--- config.mk ---
export PLATFORM = sky130hd
export DESIGN_NAME = ddc_snoop_ctrl
export DESIGN_NICKNAME = d
export VERILOG_FILES = /design/src/rtl/ddc_snoop_pkg.sv /design/src/rtl/ddc_line_sync.sv /design/src/rtl/ddc_bus_monitor.sv /design/src/rtl/ddc_hpd_timer.sv /design/src/rtl/ddc_snoop_ctrl.sv
export SDC_FILE = /design/constraint.sdc
export NUM_CORES = 1
export LEC_CHECK = 0
export BUFFER_PORTS_ARGS = -buffer_cell sky130_fd_sc_hd__buf_2
export CAP_MARGIN = 20
export CORE_AREA = 4 4 95 97
export DETAILED_ROUTE_END_ITERATION = 8
export DIE_AREA = 0 0 99 101
export MAX_ROUTING_LAYER = met4
export PLACE_DENSITY = 0.54
export SLEW_MARGIN = 25
export SYNTH_ARGS = -nofsm -noshare
export SYNTH_HDL_FRONTEND = slang
export SYNTH_SLANG_ARGS = --single-unit
--- constraint.sdc ---
create_clock -name clk -period 2.7 [get_ports clk]
set_clock_uncertainty 0.2 [all_clocks]
set_input_delay 0.135 -clock clk [delete_from_list [all_inputs] [get_ports clk]]
set_output_delay 0.135 -clock clk [all_outputs]
set_load 0.01 [all_outputs]
--- src/rtl/ddc_snoop_pkg.sv ---
package ddc_snoop_pkg;

    typedef enum logic [3:0] {
        MON_IDLE,
        MON_ADDR,
        MON_ADDR_ACK,
        MON_OFFS,
        MON_OFFS_ACK,
        MON_WDATA,
        MON_WDATA_ACK,
        MON_RDATA,
        MON_RDATA_ACK,
        MON_SKIP
    } mon_state_t;

    localparam logic [1:0] TERM_WIDE  = 2'b00;
    localparam logic [1:0] TERM_NONE  = 2'b01;
    localparam logic [1:0] TERM_AUTO  = 2'b10;
    localparam logic [1:0] TERM_TIGHT = 2'b11;

endpackage

--- src/rtl/ddc_line_sync.sv ---
module ddc_line_sync #(
    parameter int   WIDTH   = 2,
    parameter logic RST_VAL = 1'b1
) (
    input  logic             clk,
    input  logic             rst_n,
    input  logic [WIDTH-1:0] async_in,
    output logic [WIDTH-1:0] sync_out
);
    logic [WIDTH-1:0] meta;

    for (genvar i = 0; i < WIDTH; i++) begin : g_bit
        always_ff @(posedge clk or negedge rst_n) begin
            if (!rst_n) begin
                meta[i]     <= RST_VAL;
                sync_out[i] <= RST_VAL;
            end else begin
                meta[i]     <= async_in[i];
                sync_out[i] <= meta[i];
            end
        end
    end
endmodule

--- src/rtl/ddc_bus_monitor.sv ---
module ddc_bus_monitor
    import ddc_snoop_pkg::*;
#(
    parameter logic [7:0] TGT_ADDR = 8'hA8,
    parameter logic [7:0] TGT_OFFS = 8'h20,
    parameter int         TGT_BIT  = 1
) (
    input  logic clk,
    input  logic rst_n,
    input  logic scl_in,
    input  logic sda_in,
    output logic evt_set,
    output logic evt_clr
);
    localparam logic [2:0] BIT_IDX  = 3'(TGT_BIT);
    localparam logic [7:0] RD_ADDR  = {TGT_ADDR[7:1], 1'b1};

    logic [1:0] lines_s;
    logic       scl_s, sda_s, scl_d, sda_d;
    logic       scl_rise, bus_start, bus_stop;
    logic [2:0] bit_cnt;
    logic [7:0] shreg, byte_nxt, addr_q, ptr;
    logic       last_bit;
    mon_state_t state, state_nxt;

    ddc_line_sync #(.WIDTH(2), .RST_VAL(1'b1)) u_sync (
        .clk      (clk),
        .rst_n    (rst_n),
        .async_in ({scl_in, sda_in}),
        .sync_out (lines_s)
    );
    assign scl_s = lines_s[1];
    assign sda_s = lines_s[0];

    always_ff @(posedge clk or negedge rst_n) begin
        if (!rst_n) begin
            scl_d <= 1'b1;
            sda_d <= 1'b1;
        end else begin
            scl_d <= scl_s;
            sda_d <= sda_s;
        end
    end

    assign scl_rise  = scl_s & ~scl_d;
    assign bus_start = scl_s & scl_d & sda_d & ~sda_s;
    assign bus_stop  = scl_s & scl_d & ~sda_d & sda_s;
    assign byte_nxt  = {shreg[6:0], sda_s};
    assign last_bit  = (bit_cnt == 3'd7);

    // state register
    always_ff @(posedge clk or negedge rst_n) begin
        if (!rst_n) state <= MON_IDLE;
        else        state <= state_nxt;
    end

    // next state
    always_comb begin
        state_nxt = state;
        if (bus_start) begin
            state_nxt = MON_ADDR;
        end else if (bus_stop) begin
            state_nxt = MON_IDLE;
        end else if (scl_rise) begin
            unique case (state)
                MON_IDLE, MON_SKIP: state_nxt = state;
                MON_ADDR:      if (last_bit) state_nxt = MON_ADDR_ACK;
                MON_ADDR_ACK: begin
                    if (sda_s)                   state_nxt = MON_SKIP;
                    else if (addr_q == TGT_ADDR) state_nxt = MON_OFFS;
                    else if (addr_q == RD_ADDR)  state_nxt = MON_RDATA;
                    else                         state_nxt = MON_SKIP;
                end
                MON_OFFS:      if (last_bit) state_nxt = MON_OFFS_ACK;
                MON_OFFS_ACK:  state_nxt = sda_s ? MON_SKIP : MON_WDATA;
                MON_WDATA:     if (last_bit) state_nxt = MON_WDATA_ACK;
                MON_WDATA_ACK: state_nxt = sda_s ? MON_SKIP : MON_WDATA;
                MON_RDATA:     if (last_bit) state_nxt = MON_RDATA_ACK;
                MON_RDATA_ACK: state_nxt = sda_s ? MON_SKIP : MON_RDATA;
                default:       state_nxt = MON_IDLE;
            endcase
        end
    end

    // datapath and event outputs
    always_ff @(posedge clk or negedge rst_n) begin
        if (!rst_n) begin
            bit_cnt <= '0;
            shreg   <= '0;
            addr_q  <= '0;
            ptr     <= '0;
            evt_set <= 1'b0;
            evt_clr <= 1'b0;
        end else begin
            evt_set <= 1'b0;
            evt_clr <= 1'b0;
            if (bus_start) begin
                bit_cnt <= '0;
            end else if (scl_rise && (state inside {MON_ADDR, MON_OFFS, MON_WDATA, MON_RDATA})) begin
                shreg   <= byte_nxt;
                bit_cnt <= bit_cnt + 3'd1;
                if (last_bit) begin
                    unique case (state)
                        MON_ADDR: addr_q <= byte_nxt;
                        MON_OFFS: ptr    <= byte_nxt;
                        MON_WDATA: begin
                            ptr <= ptr + 8'd1;
                            if (ptr == TGT_OFFS) begin
                                evt_set <= byte_nxt[BIT_IDX];
                                evt_clr <= ~byte_nxt[BIT_IDX];
                            end
                        end
                        MON_RDATA: begin
                            ptr <= ptr + 8'd1;
                            if (ptr == TGT_OFFS && byte_nxt[BIT_IDX]) evt_set <= 1'b1;
                        end
                        default: ;
                    endcase
                end
            end
        end
    end
endmodule

--- src/rtl/ddc_hpd_timer.sv ---
module ddc_hpd_timer #(
    parameter int LIMIT = 400000
) (
    input  logic clk,
    input  logic rst_n,
    input  logic hpd_in,
    output logic expired
);
    localparam int CNT_W = $clog2(LIMIT + 2);
    localparam logic [CNT_W-1:0] CNT_MAX = CNT_W'(LIMIT + 1);

    logic [CNT_W-1:0] low_cnt;

    always_ff @(posedge clk or negedge rst_n) begin
        if (!rst_n)                  low_cnt <= '0;
        else if (hpd_in)             low_cnt <= '0;
        else if (low_cnt != CNT_MAX) low_cnt <= low_cnt + 1'b1;
    end

    assign expired = (low_cnt == CNT_MAX);
endmodule

--- src/rtl/ddc_snoop_ctrl.sv ---
module ddc_snoop_ctrl
    import ddc_snoop_pkg::*;
#(
    parameter int         CLK_HZ   = 200_000_000,
    parameter int         HPD_MS   = 2,
    parameter logic [7:0] TGT_ADDR = 8'hA8,
    parameter logic [7:0] TGT_OFFS = 8'h20,
    parameter int         TGT_BIT  = 1
) (
    input  logic       clk,
    input  logic       rst_n,
    input  logic       scl_in,
    input  logic       sda_in,
    input  logic       hpd_in,
    input  logic       host_we,
    input  logic [7:0] host_wdata,
    output logic [7:0] host_rdata,
    output logic [1:0] term_code
);
    localparam int HPD_LIMIT = CLK_HZ / 1000 * HPD_MS;

    logic       snoop_set, snoop_clr, hpd_expired;
    logic [1:0] slew_q, term_q;
    logic       speed_q, flag_q, dis_q;

    ddc_bus_monitor #(.TGT_ADDR(TGT_ADDR), .TGT_OFFS(TGT_OFFS), .TGT_BIT(TGT_BIT)) u_mon (
        .clk     (clk),
        .rst_n   (rst_n),
        .scl_in  (scl_in),
        .sda_in  (sda_in),
        .evt_set (snoop_set),
        .evt_clr (snoop_clr)
    );

    ddc_hpd_timer #(.LIMIT(HPD_LIMIT)) u_hpd (
        .clk     (clk),
        .rst_n   (rst_n),
        .hpd_in  (hpd_in),
        .expired (hpd_expired)
    );

    always_ff @(posedge clk or negedge rst_n) begin
        if (!rst_n) begin
            slew_q  <= 2'b01;
            term_q  <= TERM_AUTO;
            speed_q <= 1'b0;
            flag_q  <= 1'b0;
            dis_q   <= 1'b0;
        end else begin
            if (host_we) begin
                slew_q  <= host_wdata[7:6];
                term_q  <= host_wdata[4:3];
                speed_q <= host_wdata[2];
                dis_q   <= host_wdata[0];
                if (host_wdata[0]) flag_q <= dis_q ? host_wdata[1] : 1'b0;
            end else if (!dis_q && snoop_set) begin
                flag_q <= 1'b1;
                if (!flag_q) term_q <= TERM_TIGHT;
            end else if (!dis_q && snoop_clr) begin
                flag_q <= 1'b0;
            end
            if (hpd_expired) flag_q <= 1'b0;
        end
    end

    always_comb begin
        host_rdata = {slew_q, 1'b0, term_q, speed_q, flag_q, dis_q};
        term_code  = (term_q == TERM_AUTO) ? (flag_q ? TERM_TIGHT : TERM_NONE) : term_q;
    end
endmodule

==> out/metrics.csv, run 1 <==
stage,metric,value,unit
grt,gr-total-overflow,0,
clocking,clock_sinks,64,
grt,grt_use_total,14.9,%
clocking,numCtsBuffers,9,
clocking,clk_latency,0.34,ns
routing,detail-route-antenna-nets,0,
routing,drt-total-wl,6.61,mm
clocking,cts_root_buf,clkbuf_8,
sta,post-route-period-util,81.0,%
sta,fin_setup_tns,0,ns
floorplan,core,8130,um2
sta,worst_slack,0.513,ns
sta,rsz0062_at_grt,false,
routing,route.vias.total,2452,
placed_design,port_buffers,21,
power,power_leakage,1.66,nW
synthesis,syn_nets,339,
floorplan,die_x,99,um
grt,grt_max_degree,34,
setup_path,required,2.72,ns
finish,area_growth,17.3,%
job,maxCapViolations,0,
setup_path,r2r_cells,4,
routing,drt_drc_violations_left,0,
synthesis,yosysWarnings,0,
placed_design,post-place-ws,0.533,ns
power,comb_power_share,8.2,%
floorplan,fp.dieH,101,um
floorplan,fp-row-count,33,
setup_path,crit_fanout,17,
clocking,clockBufferDepth,2,
grt,grt_pass1_wl,11.7,mm
synthesis,ys_seq_area_share,49.8,%
sta,slew_viol_final,0,
hold_path,hold_depth,2,
finish,drive_gt1_share,20.7,%
synthesis,syn_avg_cell_area,10.1,um2
routing,drtIter0Drc,121,
routing,viasPerCell,5.30,
floorplan,num_io_pins,24,
synthesis,synth.top_cells.by_area,"dfrtp_1 43%, dfstp_2 6.5%, mux2_2 5.9%, o21ai_0 3.7%, nor2_1 3.0%",
power,power_density,528,nW/um2
sta,period_needed,2.19,ns
synthesis,synth_top_area_cell,dfrtp_1,
routing,dr.pass1.iters,5,
synthesis,ys_ff_latch,64,
synthesis,synth_top_area_share,43.3,%
synthesis,syn_area,3240,um2
power,pwr-share-clk,40.0,%
status,status,"complete, no violations",
setup_path,endpoint_kind,flop,
floorplan,dieArea,10000,um2
setup_path,arrival,2.21,ns
routing,wl_per_cell,14.3,um
power,p_sw,0.475,mW
synthesis,synth_ff_type,dfrtp_1,
placed_design,gp_congestion,0.778,
clocking,htree_levels,3,
clocking,tritoncts,done,
placed_design,dp_hpwl,4.41,mm
power,vdd_drop_max,286,uV
setup_path,startpoint_type,flop,
clocking,clk_pin_slew,0.07,ns
sta,fmax,0.457,GHz
grt,first_global_vias,2390,
sta,finalHoldViolCount,0,
setup_path,path_class,reg2reg,
power,p_int,1.53,mW
sta,finalSetupViolations,0,
setup_path,rrSetupSlack,0.51,ns
finish,diodes,0,
synthesis,yosysMostFrequentCell,dfrtp_1,
synthesis,synth-edff-count,0,
floorplan,initial_core_util,39.8,%
power,p_sw_share,23.7,%
synthesis,ys_types,53,
power,power.share.sequential,51.8,%
grt,antenna_found_initial,0,
synthesis,synthArstFlopShare,100,%
finish,nets,373,
sta,slew_headroom,50.9,%
hold_path,worstHoldPathType,in2reg,
sta,tightest_slew,0.737,ns
synthesis,syn_inst,319,
synthesis,synth_commonest_cells,"56 x dfrtp_1, 26 x nor2_1, 24 x o21ai_0",
[registers in the layout, summed over array words and instances (netlist names)]
signal                 cells
u_mon.ptr                  8
u_mon.bit_cnt              3
u_mon.scl_d                1
u_mon.shreg                7
term_q                     2
speed_q                    1
u_mon.evt_clr              1
u_mon.u_sync.sync_out      2
dis_q                      1
slew_q                     2
u_mon.state                4
u_mon.sda_d                1
u_hpd.low_cnt             19
flag_q                     1
u_mon.evt_set              1
u_mon.addr_q               8
u_mon.u_sync.meta          2
[repair_timing]
action,4_1_cts,5_1_grt
setup endpoints to repair,0,0
buffers inserted,0,0
resized for setup,0,0
hold buffers,17,0
endpoints found under the hold margin,41,0
[final cells by class]
class	instances	area, um2
multi-input combinational	225	1500
clock buffer	12	145
tap	105	131
fill	764	4340
inverter	11	41.3
timing repair buffer	42	318
clock inverter	4	45.0
sequential	64	1610
[logic make-up (layout without fill, tap and decap cells)]
family	after synthesis	in the layout	share of synthesized area (%)
buf+inv	30	69	3.94
compound gates	65	65	12.6
mux	18	18	6.22
flops	64	64	49.8
xor+xnor	13	13	3.52
simple gates	122	122	21.5
fa+ha+maj	6	6	2.32
other cells	1	1	0.116
[layout by cell type, fill, tap and decap left out, types with 5 or more instances in the layout]
| cell | netlist | layout |
|---|---|---|
| dfrtp_1 | 56 | 56 |
| nor2_1 | 26 | 26 |
| o21ai_0 | 24 | 24 |
| buf_2 | 0 | 21 |
| nand2_1 | 19 | 19 |
| mux2_2 | 17 | 17 |
| dlygate4sd3_1 | 0 | 17 |
| nand3_1 | 16 | 16 |
| a21oi_1 | 13 | 13 |
| inv_1 | 11 | 11 |
| clkbuf_8 | 0 | 10 |
| xnor2_1 | 8 | 8 |
| dfstp_2 | 8 | 8 |
| nor3_1 | 7 | 7 |
| and3_1 | 7 | 7 |
| ha_1 | 6 | 6 |
| nand4_1 | 5 | 5 |
| o21a_1 | 5 | 5 |
| nor4_1 | 5 | 5 |
| xor2_1 | 5 | 5 |
[path summary, 6_finish.rpt]
path | start | to
worst max-delay path | u_mon.state[3] | u_mon.addr_q[7]
worst min-delay path | host_we | speed_q
worst max register to register | u_mon.state[3] | u_mon.addr_q[7]
worst min register to register | u_mon.u_sync.meta[1] | u_mon.u_sync.sync_out[1]
max in group asynchronous | rst_n | u_mon.ptr[1]
min in group asynchronous | rst_n | u_mon.state[0]
[per-layer routing]
layer  up-vias  part of all wire [%]  track usage [%]
met5         -                     0                -
met4         0                   1.2             5.25
met3         9                   4.5             4.01
met2        52                    45             21.3
met1      1174                    49             20.4
li1       1217                     -                -
[power by group through the flow]
stage	logic [mW]	registers, mW	clock network (mW)
2_1_floorplan	0.0899	1.05	0
3_3_place_gp	0.142	1.05	0
3_5_place_dp	0.144	1.06	0
4_1_cts	0.166	1.04	0.835
5_1_grt	0.185	1.04	0.882
6_report	0.164	1.04	0.803
[through the flow]
stage / hold WS, ns / util, % / instances / cell area [um2] / total power [mW]
finish: 0.0404 / 46.7 / 463 / 3800 / 2.01
global route: 0.0351 / 46.7 / 463 / 3800 / 2.11
CTS: 0.00299 / 46.7 / 463 / 3800 / 2.04
detailed placement: 0.0380 / 42.2 / 430 / 3440 / 1.20
global placement: 0.0370 / 42.2 / 430 / 3440 / 1.20
floorplan: -0.361 / - / 319 / 3240 / 1.14
[worst max-delay path, stage by stage, from the launching register on]
cell and delay [ns]:
dfrtp_1 0.54, nor4bb_2 0.35, buf_4 0.26, nand3_1 0.34, mux2_2 0.39
No activity file was read; power rests on OpenSTA's default activity.
==> run 2, diff against run 1 <==
Clock period 2.7 ns to 2.09 ns, I/O delays scaled along.
==> out/metrics.csv, run 2 (synthesized netlist as in run 1, its figures left out) <==
stage,metric,value,unit
finish,area_growth,24.6,%
power,power_leakage,1.80,nW
power,p_int,2.15,mW
grt,antenna_found_initial,0,
placed_design,gp_congestion,0.779,
floorplan,initial_core_util,39.8,%
setup_path,arrival,2.06,ns
finish,largestRegisters,"u_hpd.low_cnt x19, u_mon.addr_q x8, u_mon.ptr x8",
sta,finalSetupViolations,0,
status,status,"complete, no violations",
power,power.share.sequential,48.3,%
sta,fmax,0.501,GHz
hold_path,worstHoldStart,host_we,
routing,drt_drc_violations_left,0,
finish,nets,396,
routing,dr.pass1.iters,4,
routing,wl_per_cell,14.1,um
hold_path,worstHoldPathType,in2reg,
floorplan,dieArea,10000,um2
clocking,htree_levels,3,
sta,post-route-period-util,95.5,%
placed_design,dp_hpwl,4.61,mm
floorplan,fp.dieH,101,um
sta,rsz0062_at_grt,false,
placed_design,dpl_cell_area,3580,um2
clocking,tritoncts,done,
job,maxCapViolations,0,
finish,final_common_cell,dfrtp_1,
power,vdd_drop_max,345,uV
clocking,numCtsBuffers,9,
finish,top_register,u_hpd.low_cnt,
power,p_sw_share,22.9,%
sta,period_needed,2.00,ns
setup_path,endpoint_kind,flop,
clocking,cts_root_buf,clkbuf_8,
floorplan,num_io_pins,24,
floorplan,core,8130,um2
setup_path,startpoint_type,flop,
clocking,clock_sinks,64,
power,pwr-share-clk,43.5,%
finish,stdcell_area,4030,um2
finish,drive_gt1_share,26.2,%
grt,grt_use_total,15.2,%
setup_path,crit_fanout,4,
clocking,clk_pin_slew,0.07,ns
routing,route.vias.total,2539,
setup_path,timing.rr.start,u_hpd.low_cnt[9],
clocking,clk_latency,0.34,ns
grt,grt_pass1_wl,11.8,mm
setup_path,cp-startpoint,u_hpd.low_cnt[9],
clocking,clockBufferDepth,2,
finish,layout_common_cells,"55 x dfrtp_1, 26 x nor2_1, 24 x o21ai_0",
routing,detail-route-antenna-nets,0,
finish,final_core_util,49.6,%
placed_design,post-place-ws,0.0471,ns
sta,finalHoldViolCount,0,
routing,viasPerCell,5.22,
sta,worst_slack,0.0935,ns
sta,fin_setup_tns,0,ns
grt,grt_max_degree,65,
power,power_density,691,nW/um2
finish,diodes,0,
floorplan,fp-row-count,33,
finish,largest_reg_flops,19,
power,p_sw,0.639,mW
power,comb_power_share,8.2,%
setup_path,required,2.16,ns
routing,drt-total-wl,6.87,mm
grt,gr-total-overflow,0,
setup_path,path_class,reg2reg,
placed_design,port_buffers,21,
routing,drtIter0Drc,164,
sta,slew_viol_final,0,
floorplan,die_x,99,um
grt,first_global_vias,2493,
==> run 2: power groups by stage <==
stage / clock, mW / sequential, mW / combinational [mW]
after floorplan: 0 / 1.35 / 0.116
after global placement: 0 / 1.36 / 0.194
after detailed placement: 0 / 1.37 / 0.194
after CTS: 1.25 / 1.34 / 0.232
after global routing: 1.31 / 1.35 / 0.262
final: 1.21 / 1.34 / 0.230
==> run 2: metrics by stage <==
stage / hold slack, ns / power (mW) / instances
floorplan: -0.391 / 1.47 / 319
global placement: -0.0518 / 1.56 / 449
global route: 0.127 / 2.92 / 486
detailed placement: -0.0527 / 1.56 / 449
finish: 0.0929 / 2.79 / 486
CTS: 0.0244 / 2.83 / 485
==> run 2: layout make-up <==
type / count / area, um2
clock buffer: 11 / 151
multi-input combinational: 225 / 1520
sequential: 64 / 1610
inverter: 11 / 41.3
fill: 714 / 4100
timing repair buffer: 65 / 498
clock inverter: 5 / 78.8
tap: 105 / 131
==> run 2: final timing paths <==
kind                            depth (start not counted)                        to  slack [ns]
worst max-delay path                                    4         u_hpd.low_cnt[17]        0.09
worst min-delay path                                    4                    flag_q        0.09
worst max register to register                          4         u_hpd.low_cnt[17]        0.09
worst min register to register                          0  u_mon.u_sync.sync_out[1]        0.16
max in group asynchronous                               3  u_mon.u_sync.sync_out[0]        1.28
min in group asynchronous                               3                 term_q[0]        0.10
==> run 2: repair_timing <==
item                                    CTS  global route
buffers inserted                          0             1
hold buffers                             20             0
endpoints found under the setup margin    0            11
endpoints found under the hold margin    91             0
gates resized for setup                   0             4
==> run 2: critical path, cell delays in order, from the launching register on <==
cell     delay (ns)
dfrtp_1        0.44
nand4_4        0.11
or4_4          0.50
or4_1          0.51
a21oi_1        0.15
==> run 2: metal layers <==
layer  GRT usage [%]  vias up  wire (um)
met4            4.10        0         67
met3            4.57        8        228
li1                -     1265          -
met1            20.1     1232       3450
met2            22.7       34       3130
met5               -        -          0
